--- src/rtl/aclk_pkg.sv ---
`timescale 1ns/1ps
// Shared definitions for the audio clock generator.
// Assumes the divider code is three bits wide and that the legal code
// limits are passed in by the instantiating module.
package aclk_pkg;

    localparam int DIV_CODE_W = 3;

    typedef logic [DIV_CODE_W-1:0] div_code_t;

    // True when the divider code is usable for the selected base ratio.
    function automatic logic code_ok(input logic lo_base, input div_code_t code,
                                     input int max_hi, input int max_lo);
        if (lo_base)
            return (int'(code) <= max_lo);
        else
            return (int'(code) <= max_hi);
    endfunction

endpackage

--- src/rtl/aclk_phase_ctr.sv ---
`timescale 1ns/1ps
// Frame phase counter and frame clock.
// Counts interface cycles within one frame (HI_LEN or LO_LEN long) and drives
// the frame clock low in the first half and high in the second half.
// Assumes base_lo is stable while active is high.
module aclk_phase_ctr #(
    parameter int HI_LEN = 512,
    parameter int LO_LEN = 384,
    localparam int PH_W  = $clog2(HI_LEN)
) (
    input  logic            clk,
    input  logic            rst_n,
    input  logic            active,
    input  logic            base_lo,
    output logic [PH_W-1:0] phase,
    output logic [PH_W-1:0] phase_nxt,
    output logic            fclk_q
);

    logic [PH_W:0] frame_len;
    logic [PH_W:0] half_len;

    // Frame length and mid-point for the selected base ratio.
    always_comb begin
        frame_len = base_lo ? (PH_W+1)'(LO_LEN) : (PH_W+1)'(HI_LEN);
        half_len  = frame_len >> 1;
    end

    // Next phase: wrap at frame end, return to zero when stopped.
    always_comb begin
        if (!active)
            phase_nxt = '0;
        else if ({1'b0, phase} == frame_len - 1'b1)
            phase_nxt = '0;
        else
            phase_nxt = phase + 1'b1;
    end

    // Phase register and frame clock; high while the new phase is in the second half.
    always_ff @(posedge clk) begin
        if (!rst_n) begin
            phase  <= '0;
            fclk_q <= 1'b0;
        end else begin
            phase  <= phase_nxt;
            fclk_q <= active && ({1'b0, phase_nxt} >= half_len);
        end
    end

    a_r1_phase_in_range: assert property (@(posedge clk) disable iff (!rst_n)
        ({1'b0, phase} < frame_len));

    a_r1_phase_steps: assert property (@(posedge clk) disable iff (!rst_n)
        active |=> (phase == '0 || phase == $past(phase) + 1'b1));

    a_r8_fclk_rise_midframe: assert property (@(posedge clk) disable iff (!rst_n)
        $rose(fclk_q) |-> ({1'b0, phase} == half_len));

    a_r8_fclk_fall_at_wrap: assert property (@(posedge clk) disable iff (!rst_n)
        ($fell(fclk_q) && active) |-> (phase == '0));

endmodule

--- src/rtl/aclk_bclk_gen.sv ---
`timescale 1ns/1ps
// Bit clock generator.
// A phase accumulator adds twice the bit-clock rate every interface cycle and
// toggles the bit clock on each wrap past the frame length, which yields an
// exact count of bit-clock periods per frame even when the ratio is fractional.
// Assumes 2*FAST_RATE < LO_LEN and configuration stable while active.
module aclk_bclk_gen #(
    parameter int HI_LEN    = 512,
    parameter int LO_LEN    = 384,
    parameter int SLOW_RATE = 32,
    parameter int FAST_RATE = 48,
    localparam int ACC_W    = $clog2(HI_LEN) + 2
) (
    input  logic clk,
    input  logic rst_n,
    input  logic active,
    input  logic base_lo,
    input  logic fast,
    output logic bclk_q
);

    logic [ACC_W-1:0] acc;
    logic [ACC_W-1:0] step;
    logic [ACC_W-1:0] frame_len;
    logic [ACC_W-1:0] sum;

    // Accumulator increment, modulus and raw sum.
    always_comb begin
        step      = fast ? ACC_W'(2 * FAST_RATE) : ACC_W'(2 * SLOW_RATE);
        frame_len = base_lo ? ACC_W'(LO_LEN) : ACC_W'(HI_LEN);
        sum       = acc + step;
    end

    // Accumulate and toggle the bit clock on each modulus crossing.
    always_ff @(posedge clk) begin
        if (!rst_n || !active) begin
            acc    <= '0;
            bclk_q <= 1'b0;
        end else if (sum >= frame_len) begin
            acc    <= sum - frame_len;
            bclk_q <= ~bclk_q;
        end else begin
            acc    <= sum;
        end
    end

    a_r7_acc_bounded: assert property (@(posedge clk) disable iff (!rst_n)
        (acc < frame_len));

    a_r9_bclk_idle_low: assert property (@(posedge clk) disable iff (!rst_n)
        !active |=> !bclk_q);

endmodule

--- src/rtl/aclk_mclk_gen.sv ---
`timescale 1ns/1ps
// Master clock generator.
// Codes 1..MAX_HI select a bit of the next frame phase, giving a registered
// divide-by-2^code clock. Code 0 passes the interface clock through an AND gate
// whose enable is updated on the falling edge, so the gate never opens or
// closes while the clock is high. Illegal codes keep the output low.
module aclk_mclk_gen
    import aclk_pkg::*;
#(
    parameter int PH_W   = 9,
    parameter int MAX_HI = 4,
    parameter int MAX_LO = 3
) (
    input  logic            clk,
    input  logic            rst_n,
    input  logic            active,
    input  logic            base_lo,
    input  div_code_t       div_code,
    input  logic [PH_W-1:0] phase_nxt,
    output logic            mclk_out
);

    logic legal;
    logic div_sel;
    logic mclk_q;
    logic pass_en;

    // Code legality for the selected base ratio.
    always_comb legal = code_ok(base_lo, div_code, MAX_HI, MAX_LO);

    // Pick the phase bit that toggles at the requested division.
    always_comb begin
        div_sel = 1'b0;
        for (int k = 1; k <= MAX_HI; k++) begin
            if (div_code == DIV_CODE_W'(k))
                div_sel = phase_nxt[k-1];
        end
    end

    // Registered divided clock for codes other than zero.
    always_ff @(posedge clk) begin
        if (!rst_n)
            mclk_q <= 1'b0;
        else
            mclk_q <= active && legal && (div_code != '0) && div_sel;
    end

    // Pass-through enable, changed only while the clock is low.
    always_ff @(negedge clk) begin
        if (!rst_n)
            pass_en <= 1'b0;
        else
            pass_en <= active && legal && (div_code == '0);
    end

    always_comb mclk_out = mclk_q | (clk & pass_en);

    a_r4_illegal_quiet: assert property (@(posedge clk) disable iff (!rst_n)
        (!legal) |=> !mclk_q);

    a_r5_half_rate_toggles: assert property (@(posedge clk) disable iff (!rst_n)
        ($past(active) && active && div_code == DIV_CODE_W'(1)) |=> (mclk_q != $past(mclk_q)));

    a_r2_div_excl: assert property (@(posedge clk) disable iff (!rst_n)
        !(mclk_q && pass_en));

endmodule

--- src/rtl/aclk_gen.sv ---
`timescale 1ns/1ps
// Audio clock generator top.
// Builds master, bit and frame clocks from an interface clock at 512x or 384x
// the sample rate. In slave mode the internal generators are held stopped and
// the peer's bit and frame clocks are forwarded. Configuration inputs must be
// held stable while run is high.
module aclk_gen #(
    parameter int HI_LEN    = 512,
    parameter int LO_LEN    = 384,
    parameter int SLOW_RATE = 32,
    parameter int FAST_RATE = 48,
    parameter int MAX_HI    = 4,
    parameter int MAX_LO    = 3,
    localparam int PH_W     = $clog2(HI_LEN)
) (
    input  logic       clk,
    input  logic       rst_n,
    input  logic       run,
    input  logic       slave_sel,
    input  logic       base_lo,
    input  logic [2:0] div_code,
    input  logic       bclk_fast,
    input  logic       ext_bclk,
    input  logic       ext_fclk,
    output logic       mclk_out,
    output logic       bclk_out,
    output logic       fclk_out
);

    logic            active;
    logic [PH_W-1:0] phase;
    logic [PH_W-1:0] phase_nxt;
    logic            fclk_q;
    logic            bclk_q;
    logic            mclk_int;

    // Generators run only when enabled and not following a peer.
    always_comb active = run && !slave_sel;

    aclk_phase_ctr #(
        .HI_LEN (HI_LEN),
        .LO_LEN (LO_LEN)
    ) u_phase (
        .clk       (clk),
        .rst_n     (rst_n),
        .active    (active),
        .base_lo   (base_lo),
        .phase     (phase),
        .phase_nxt (phase_nxt),
        .fclk_q    (fclk_q)
    );

    aclk_bclk_gen #(
        .HI_LEN    (HI_LEN),
        .LO_LEN    (LO_LEN),
        .SLOW_RATE (SLOW_RATE),
        .FAST_RATE (FAST_RATE)
    ) u_bclk (
        .clk     (clk),
        .rst_n   (rst_n),
        .active  (active),
        .base_lo (base_lo),
        .fast    (bclk_fast),
        .bclk_q  (bclk_q)
    );

    aclk_mclk_gen #(
        .PH_W   (PH_W),
        .MAX_HI (MAX_HI),
        .MAX_LO (MAX_LO)
    ) u_mclk (
        .clk       (clk),
        .rst_n     (rst_n),
        .active    (active),
        .base_lo   (base_lo),
        .div_code  (div_code),
        .phase_nxt (phase_nxt),
        .mclk_out  (mclk_int)
    );

    // Output selection between own clocks and the peer's.
    always_comb begin
        mclk_out = slave_sel ? 1'b0 : mclk_int;
        bclk_out = slave_sel ? ext_bclk : bclk_q;
        fclk_out = slave_sel ? ext_fclk : fclk_q;
    end

    a_r9_stop_quiet: assert property (@(posedge clk) disable iff (!rst_n)
        !run |=> (!bclk_q && !fclk_q));

    a_r12_frame_edge_on_bclk: assert property (@(posedge clk) disable iff (!rst_n)
        $rose(fclk_q) |-> !$stable(bclk_q));

    a_r1_phase_idle_zero: assert property (@(posedge clk) disable iff (!rst_n)
        !active |=> (phase == '0));

endmodule

--- config.mk ---
export PLATFORM = sky130hd
export DESIGN_NAME = aclk_gen
export DESIGN_NICKNAME = d
export VERILOG_FILES = /design/src/rtl/aclk_pkg.sv /design/src/rtl/aclk_phase_ctr.sv /design/src/rtl/aclk_bclk_gen.sv /design/src/rtl/aclk_mclk_gen.sv /design/src/rtl/aclk_gen.sv
export SDC_FILE = /design/constraint.sdc
export NUM_CORES = 1
export LEC_CHECK = 0
export BUFFER_PORTS_ARGS = -buffer_cell sky130_fd_sc_hd__buf_2
export CELL_PAD_IN_SITES_DETAIL_PLACEMENT = 0
export CELL_PAD_IN_SITES_GLOBAL_PLACEMENT = 2
export CORE_MARGIN = 1
export CORE_UTILIZATION = 35
export DETAILED_ROUTE_END_ITERATION = 10
export GPL_TIMING_DRIVEN = 0
export MAX_ROUTING_LAYER = met4
export PLACE_DENSITY_LB_ADDON = 0.1
export SETUP_SLACK_MARGIN = 0.15
export SYNTH_ARGS = -nofsm -noshare
export SYNTH_HDL_FRONTEND = slang
export SYNTH_HIERARCHICAL = 1
export SYNTH_SLANG_ARGS = --single-unit
--- constraint.sdc ---
create_clock -name clk -period 2.8 [get_ports clk]
set_input_delay 0.14 -clock clk [delete_from_list [all_inputs] [get_ports clk]]
set_output_delay 0.14 -clock clk [all_outputs]
set_load 0.02 [all_outputs]
==> summary.txt, run 1 <==
Floorplan
  – Die height: 60.9 µm
  – Top-Level Pins: 14
  – Core region area: 3340 µm²
  – Initial core utilization: 0.364
  – Width of the chip: 60.9 µm
  – Die Area: 3710 µm²
  – Rows: 21

Drt
  – WL final: 2550 µm
  – Vias per inst: 4.97
  – Remaining DRCs: 0
  – Routed WL per cell: 12.5 µm
  – Detail Route Antenna Nets: 0
  – Vias post-DR: 1019
  – Starting DRC count in detailed routing: 39
  – DRT Pass-1 Iters: 3

CTS
  – CTS clk-pin slew, worst paths: 0.12 ns
  – CTS tree: done
  – Clk_lat worst skew: 0.41 ns

Synth
  – Post-Syn Area: 1210 µm²
  – Syn_nets: 160
  – Mapped Avg Cell Area: 8.80 µm²
  – Warnings, synthesis: 6
  – Mapped Cells: 138

Cells and area
  – Area Growth Syn to Fin: 16.8%
  – Final core occ: 0.425
  – Share of cells above drive strength 1: 0.226
  – Final #Nets: 182
  – Inserted Diodes: 0

Hold path
  – Tightest Hold Check Type: in2reg
  – Min-delay src: rst_n
  – Hold path cells: 2
  – Hold EP: u_phase/phase[6]$_SDFF_PN0_

Critical path
  – Reg2Reg Setup Slack: 0.25 ns
  – RR Endpoint: u_phase/fclk_q$_SDFF_PN0_
  – CP max stage cell: dfxtp_1
  – Worst-path cell chain: a21o_1, and2b_2, buf_6
  – Crit path largest cell delay: 0.29 ns
  – R2R cell count: 9
  – Crit path capture type: output pin
  – Worst r2r src: u_phase/phase[1]$_SDFF_PN0_
  – Crit path max fanout: 1
  – WP data required: 2.66 ns
  – Setup CP Type: reg2out
  – Critical Path Source Type: flop
  – Crit path DAT: 2.61 ns
  – CP Launch Point: u_mclk/pass_en$_SDFF_NN0_

Power
  – Int Power: 0.000409 W
  – Switching Share: 0.268
  – Sw Pwr: 0.000149 W
  – Worst vdd ir: 0.000176 V
  – PD cells: 393 nW/µm²
  – P_leak: 0.602 nW
  – Pwr Total: 0.000558 W
  – Clock share of power: 0.371
  – Comb power frac: 0.132
  – Power share of the sequential group: 0.498

STA
  – Final setup violation count: 0
  – Slew headroom: 0.656
  – Final WS setup: 0.0543 ns
  – Setup TNS: 0 ns
  – RSZ-0062 raised after global routing: yes
  – Final hold vios: 0
  – Clock Skew: 0.00755 ns
  – Slew of the pin with the lowest slew margin: 0.515 ns
  – Worst hold slack: 0.0369 ns
  – Fin. max-slew vios: 0

GRT
  – GRT Total Usage: 0.163
  – Antenna violations before repair: 0
  – Largest net degree at the start of global routing: 12
  – Vias in the first global route: 979
  – Congestion Overflow GR: 0
  – First-pass GRT wire length: 4280 µm

Placed design
  – Post-DP HPWL: 1940 µm
  – PortBufs: 13
  – GPL Wtd Cong: 0.815
  – Pre-CTS setup slack: 0.195 ns

Run status
  – Status: finished, final reports clean

Job
  – Number of max-cap violations: 0
[flip-flops by register name, summed over array words and instances, names as in the netlist]
signal	count
u_bclk/acc	6
u_bclk/bclk_q	1
u_phase/phase	9
u_mclk/pass_en	1
u_phase/fclk_q	1
u_mclk/mclk_q	1
[repair_timing]
action / 4_1_cts / 5_1_grt
hold endpoints to repair: 1 / 0
endpoints found under the setup margin: 2 / 3
resized for setup: 3 / 2
hold buffers: 1 / 0
setup buffers: 0 / 0
[per-stage QoR]
step / cell area, µm² / cells
3_3_place_gp: 1340 / 197
5_1_grt: 1420 / 205
2_1_floorplan: 1210 / 138
3_5_place_dp: 1340 / 197
6_report: 1420 / 205
4_1_cts: 1410 / 205
[worst max-delay path, delay by kind of cell, from the launching register on]
family / cells / cell delay, ns
DFF: 1 / 0.29
and+or+nand+nor: 1 / 0.19
AOI/OAI and AO/OA: 1 / 0.14
buffers and inverters: 1 / 0.13
[cell type report]
class                      instances  area [µm²]
fill                             368        1920
clock inverter                     2        7.51
multi-input combinational        108         808
sequential                        19         382
timing repair buffer              13        70.1
inverter                          10        37.5
tap                               46        57.6
clock buffer                       7        56.3
[cell usage in the layout (no fill, tap or decap), drive strengths merged, types with 2 or more instances in the layout]
master / count
ha: 10
a211oi: 2
or4b: 2
and3: 3
xnor2: 9
nand3b: 2
mux2: 3
a21oi: 6
nand4: 2
and2: 2
buf: 13
a21o: 5
nand2: 8
nor4: 2
nor3: 4
nor2: 16
inv: 12
nand3: 5
a31oi: 2
nor2b: 2
and2b: 3
xor2: 5
clkbuf: 6
o21ai: 3
dfxtp: 19
[power groups by stage]
stage	Combinational [W]	Clock [W]	Sequential [W]
global route	0.0000844	0.000233	0.000278
detailed placement	0.0000711	0.00000544	0.000283
finish	0.0000736	0.000207	0.000277
CTS	0.0000736	0.000218	0.000277
floorplan	0.0000464	0.00000531	0.000282
global placement	0.0000700	0.00000544	0.000283
[worst max-delay path by stage]
stage / cells past startpoint / slack (ns) / end
final: 3 / 0.05 / mclk_out
after CTS: 3 / 0.03 / mclk_out
after detailed placement: 8 / 0.19 / u_phase/fclk_q$_SDFF_PN0_
after global routing: 3 / 0.009 / mclk_out
after floorplan: 8 / 0.50 / u_phase/fclk_q$_SDFF_PN0_
after global placement: 8 / 0.19 / u_phase/fclk_q$_SDFF_PN0_
[metal layers]
metal	up-vias	part of all wire	track usage
met4	0	0	0.0714
met5	-	0	-
met1	473	0.55	0.226
li1	533	-	-
met2	13	0.43	0.231
met3	0	0.018	0.0299
No activity file was read; power rests on OpenSTA's default activity.
==> run 2: changes to the inputs <==
--- a/config.mk
+++ b/config.mk
@@ -6,6 +6,7 @@
 export NUM_CORES = 1
 export LEC_CHECK = 0
 export BUFFER_PORTS_ARGS = -buffer_cell sky130_fd_sc_hd__buf_2
+export CAP_MARGIN = 5
 export CELL_PAD_IN_SITES_DETAIL_PLACEMENT = 0
 export CELL_PAD_IN_SITES_GLOBAL_PLACEMENT = 2
 export CORE_MARGIN = 1
@@ -13,7 +14,7 @@
 export DETAILED_ROUTE_END_ITERATION = 10
 export GPL_TIMING_DRIVEN = 0
 export MAX_ROUTING_LAYER = met4
-export PLACE_DENSITY_LB_ADDON = 0.1
+export PLACE_DENSITY = 0.77
 export SETUP_SLACK_MARGIN = 0.15
 export SYNTH_ARGS = -nofsm -noshare
 export SYNTH_HDL_FRONTEND = slang
==> run 2 against run 1 <==
- wire length fell by 5.5%
- global-route usage down 0.96 points
- count of clock-buffer cells in the layout unchanged
- clock power about the same
- first-iteration DRC count shrank 15%
- power increased by 0.13%
- hold slack improved by 0.012 ns
- cell count unchanged
- flip-flop and latch count is the same
- combinational power down 1%
- sequential share of layout area barely moved
==> summary.txt, run 2 (same netlist as run 1, synthesis figures left out) <==
STA
  – Slew of the pin with the lowest slew margin: 0.438 ns (was 0.515 ns)
  – Fin. max-slew vios: 0 (unchanged)
  – Final setup violation count: 0 (unchanged)
  – Slew headroom: 0.707 (was 0.656)
  – Clock Skew: 0.00423 ns (was 0.00755 ns)
  – Final WS setup: 0.0236 ns (was 0.0543 ns)
  – RSZ-0062 raised after global routing: yes (unchanged)
  – Worst hold slack: 0.0486 ns (was 0.0369 ns)
  – Final hold vios: 0 (unchanged)

Drt
  – WL final: 2410 µm (was 2550 µm)
  – Starting DRC count in detailed routing: 33 (was 39)
  – Remaining DRCs: 0 (unchanged)
  – Routed WL per cell: 11.8 µm (was 12.5 µm)
  – DRT Pass-1 Iters: 4 (was 3)
  – Vias per inst: 4.90 (was 4.97)
  – Vias post-DR: 1005 (was 1019)
  – Detail Route Antenna Nets: 0 (unchanged)

Floorplan
  – Initial core utilization: 0.364 (unchanged)
  – Width of the chip: 60.9 µm (unchanged)
  – Rows: 21 (unchanged)
  – Die Area: 3710 µm² (unchanged)
  – Die height: 60.9 µm (unchanged)
  – Top-Level Pins: 14 (unchanged)
  – Core region area: 3340 µm² (unchanged)

Power
  – PD cells: 394 nW/µm² (was 393 nW/µm²)
  – Worst vdd ir: 0.000254 V (was 0.000176 V)
  – Pwr Total: 0.000558 W (about the same)
  – P_leak: 0.601 nW (was 0.602 nW)

Cells and area
  – Seq. cell area: 382 µm² (unchanged)
  – Final Cell Area: 1420 µm² (about the same)
  – Final #Nets: 182 (unchanged)
  – Largest Register: u_phase/phase (unchanged)
  – Biggest regs: u_phase/phase: 9 flops, u_bclk/acc: 6 flops (unchanged)
  – Finished Layout Cells: 205 (unchanged)
  – Share of cells above drive strength 1: 0.226 (unchanged)
  – Inserted Diodes: 0 (unchanged)
  – Largest register FFs: 9 (unchanged)
  – Filler instances: 368 (unchanged)
  – Multi-input logic area: 805 µm² (was 808 µm²)
  – Highest-count cells in the layout ignoring fill and taps: dfxtp_1 (18), nor2_1 (16), buf_2 (12) (unchanged)
  – Most common cell after layout, fill and taps aside: dfxtp_1 (unchanged)
  – Area Growth Syn to Fin: 16.6% (was 16.8%)

GRT
  – GRT Total Usage: 0.154 (was 0.163)
  – Vias in the first global route: 985 (was 979)
  – First-pass GRT wire length: 4100 µm (was 4280 µm)
  – Congestion Overflow GR: 0 (unchanged)
  – Antenna violations before repair: 0 (unchanged)
  – Largest net degree at the start of global routing: 12 (unchanged)

Critical path
  – Crit path capture type: output pin (unchanged)
  – Setup CP Type: reg2out (unchanged)
  – Critical Path Source Type: flop (unchanged)
  – WP data required: 2.66 ns (about the same)
  – Crit path DAT: 2.64 ns (was 2.61 ns)
  – Crit path max fanout: 1 (unchanged)

Placed design
  – PortBufs: 13 (unchanged)
  – GPL Wtd Cong: 0.799 (was 0.815)
  – Post-DP HPWL: 1910 µm (was 1940 µm)
  – Pre-CTS setup slack: 0.175 ns (was 0.195 ns)
  – Placement Cell Area: 1340 µm² (unchanged)
  – Placed insts: 197 (unchanged)

Run status
  – Status: finished, final reports clean (unchanged)

CTS
  – Clk_lat worst skew: 0.40 ns (was 0.41 ns)
  – CTS tree: done (unchanged)
  – CTS clk-pin slew, worst paths: 0.11 ns (was 0.12 ns)

Hold path
  – Tightest Hold Check Type: in2reg (unchanged)

Job
  – Number of max-cap violations: 0 (unchanged)
[run 2: changes by cell type in the layout (fill, tap and decap cells not counted)]
cell      before  now
a21oi_1        5    6
a21oi_2        1    0
clkinv_2       0    1
inv_1         11   10
[run 2: area by class of cell]
cell class | count | area share
multi-input combinational | 108 | 0.568
sequential | 19 | 0.269
timing repair buffer | 13 | 0.0495
tap | 46 | 0.0406
clock buffer | 7 | 0.0398
inverter | 10 | 0.0265
clock inverter | 2 | 0.00618
[run 2: metal layers]
metal	up-vias	wire length, µm	global-route usage
li1	530	-	-
met1	468	1090	0.173
met2	5	1270	0.267
met3	2	41	0.0384
met4	0	12	0.0487
met5	-	0	-
[run 2: path summary, 6_finish.rpt]
kind | startpoint | to | slack, ns | cells past startpoint
worst max-delay path | u_mclk/pass_en$_SDFF_NN0_ | mclk_out | 0.02 | 3
worst min-delay path | div_code[1] | u_mclk/mclk_q$_SDFF_PN0_ | 0.05 | 3
worst max register to register | u_phase/phase[1]$_SDFF_PN0_ | u_phase/fclk_q$_SDFF_PN0_ | 0.30 | 8
worst min register to register | u_phase/phase[0]$_SDFF_PN0_ | u_phase/phase[0]$_SDFF_PN0_ | 0.48 | 1
[run 2: metrics by stage]
step / util / setup TNS, ns
6_report: 0.424 / 0
5_1_grt: 0.424 / -0.0556
4_1_cts: 0.424 / 0
3_5_place_dp: 0.401 / 0
3_3_place_gp: 0.401 / 0
2_1_floorplan: - / 0
[run 2: critical path, cell delays in order (launching register included)]
cell and delay (ns):
dfxtp_1 0.29, a21o_1 0.16, and2b_2 0.19, buf_6 0.12
[run 2: what timing repair did]
item,in CTS,in global routing
setup buffers,0,0
hold buffers,1,0
hold endpoints to repair,1,0
setup endpoints to repair,2,2
gates resized for setup,3,1
[run 2: where the power goes]
| group | total (W) | internal [W] | switching, W |
|---|---|---|---|
| Clock | 0.000208 | 0.000103 | 0.000105 |
| Combinational | 0.0000727 | 0.0000326 | 0.0000401 |
| Sequential | 0.000277 | 0.000274 | 0.00000322 |
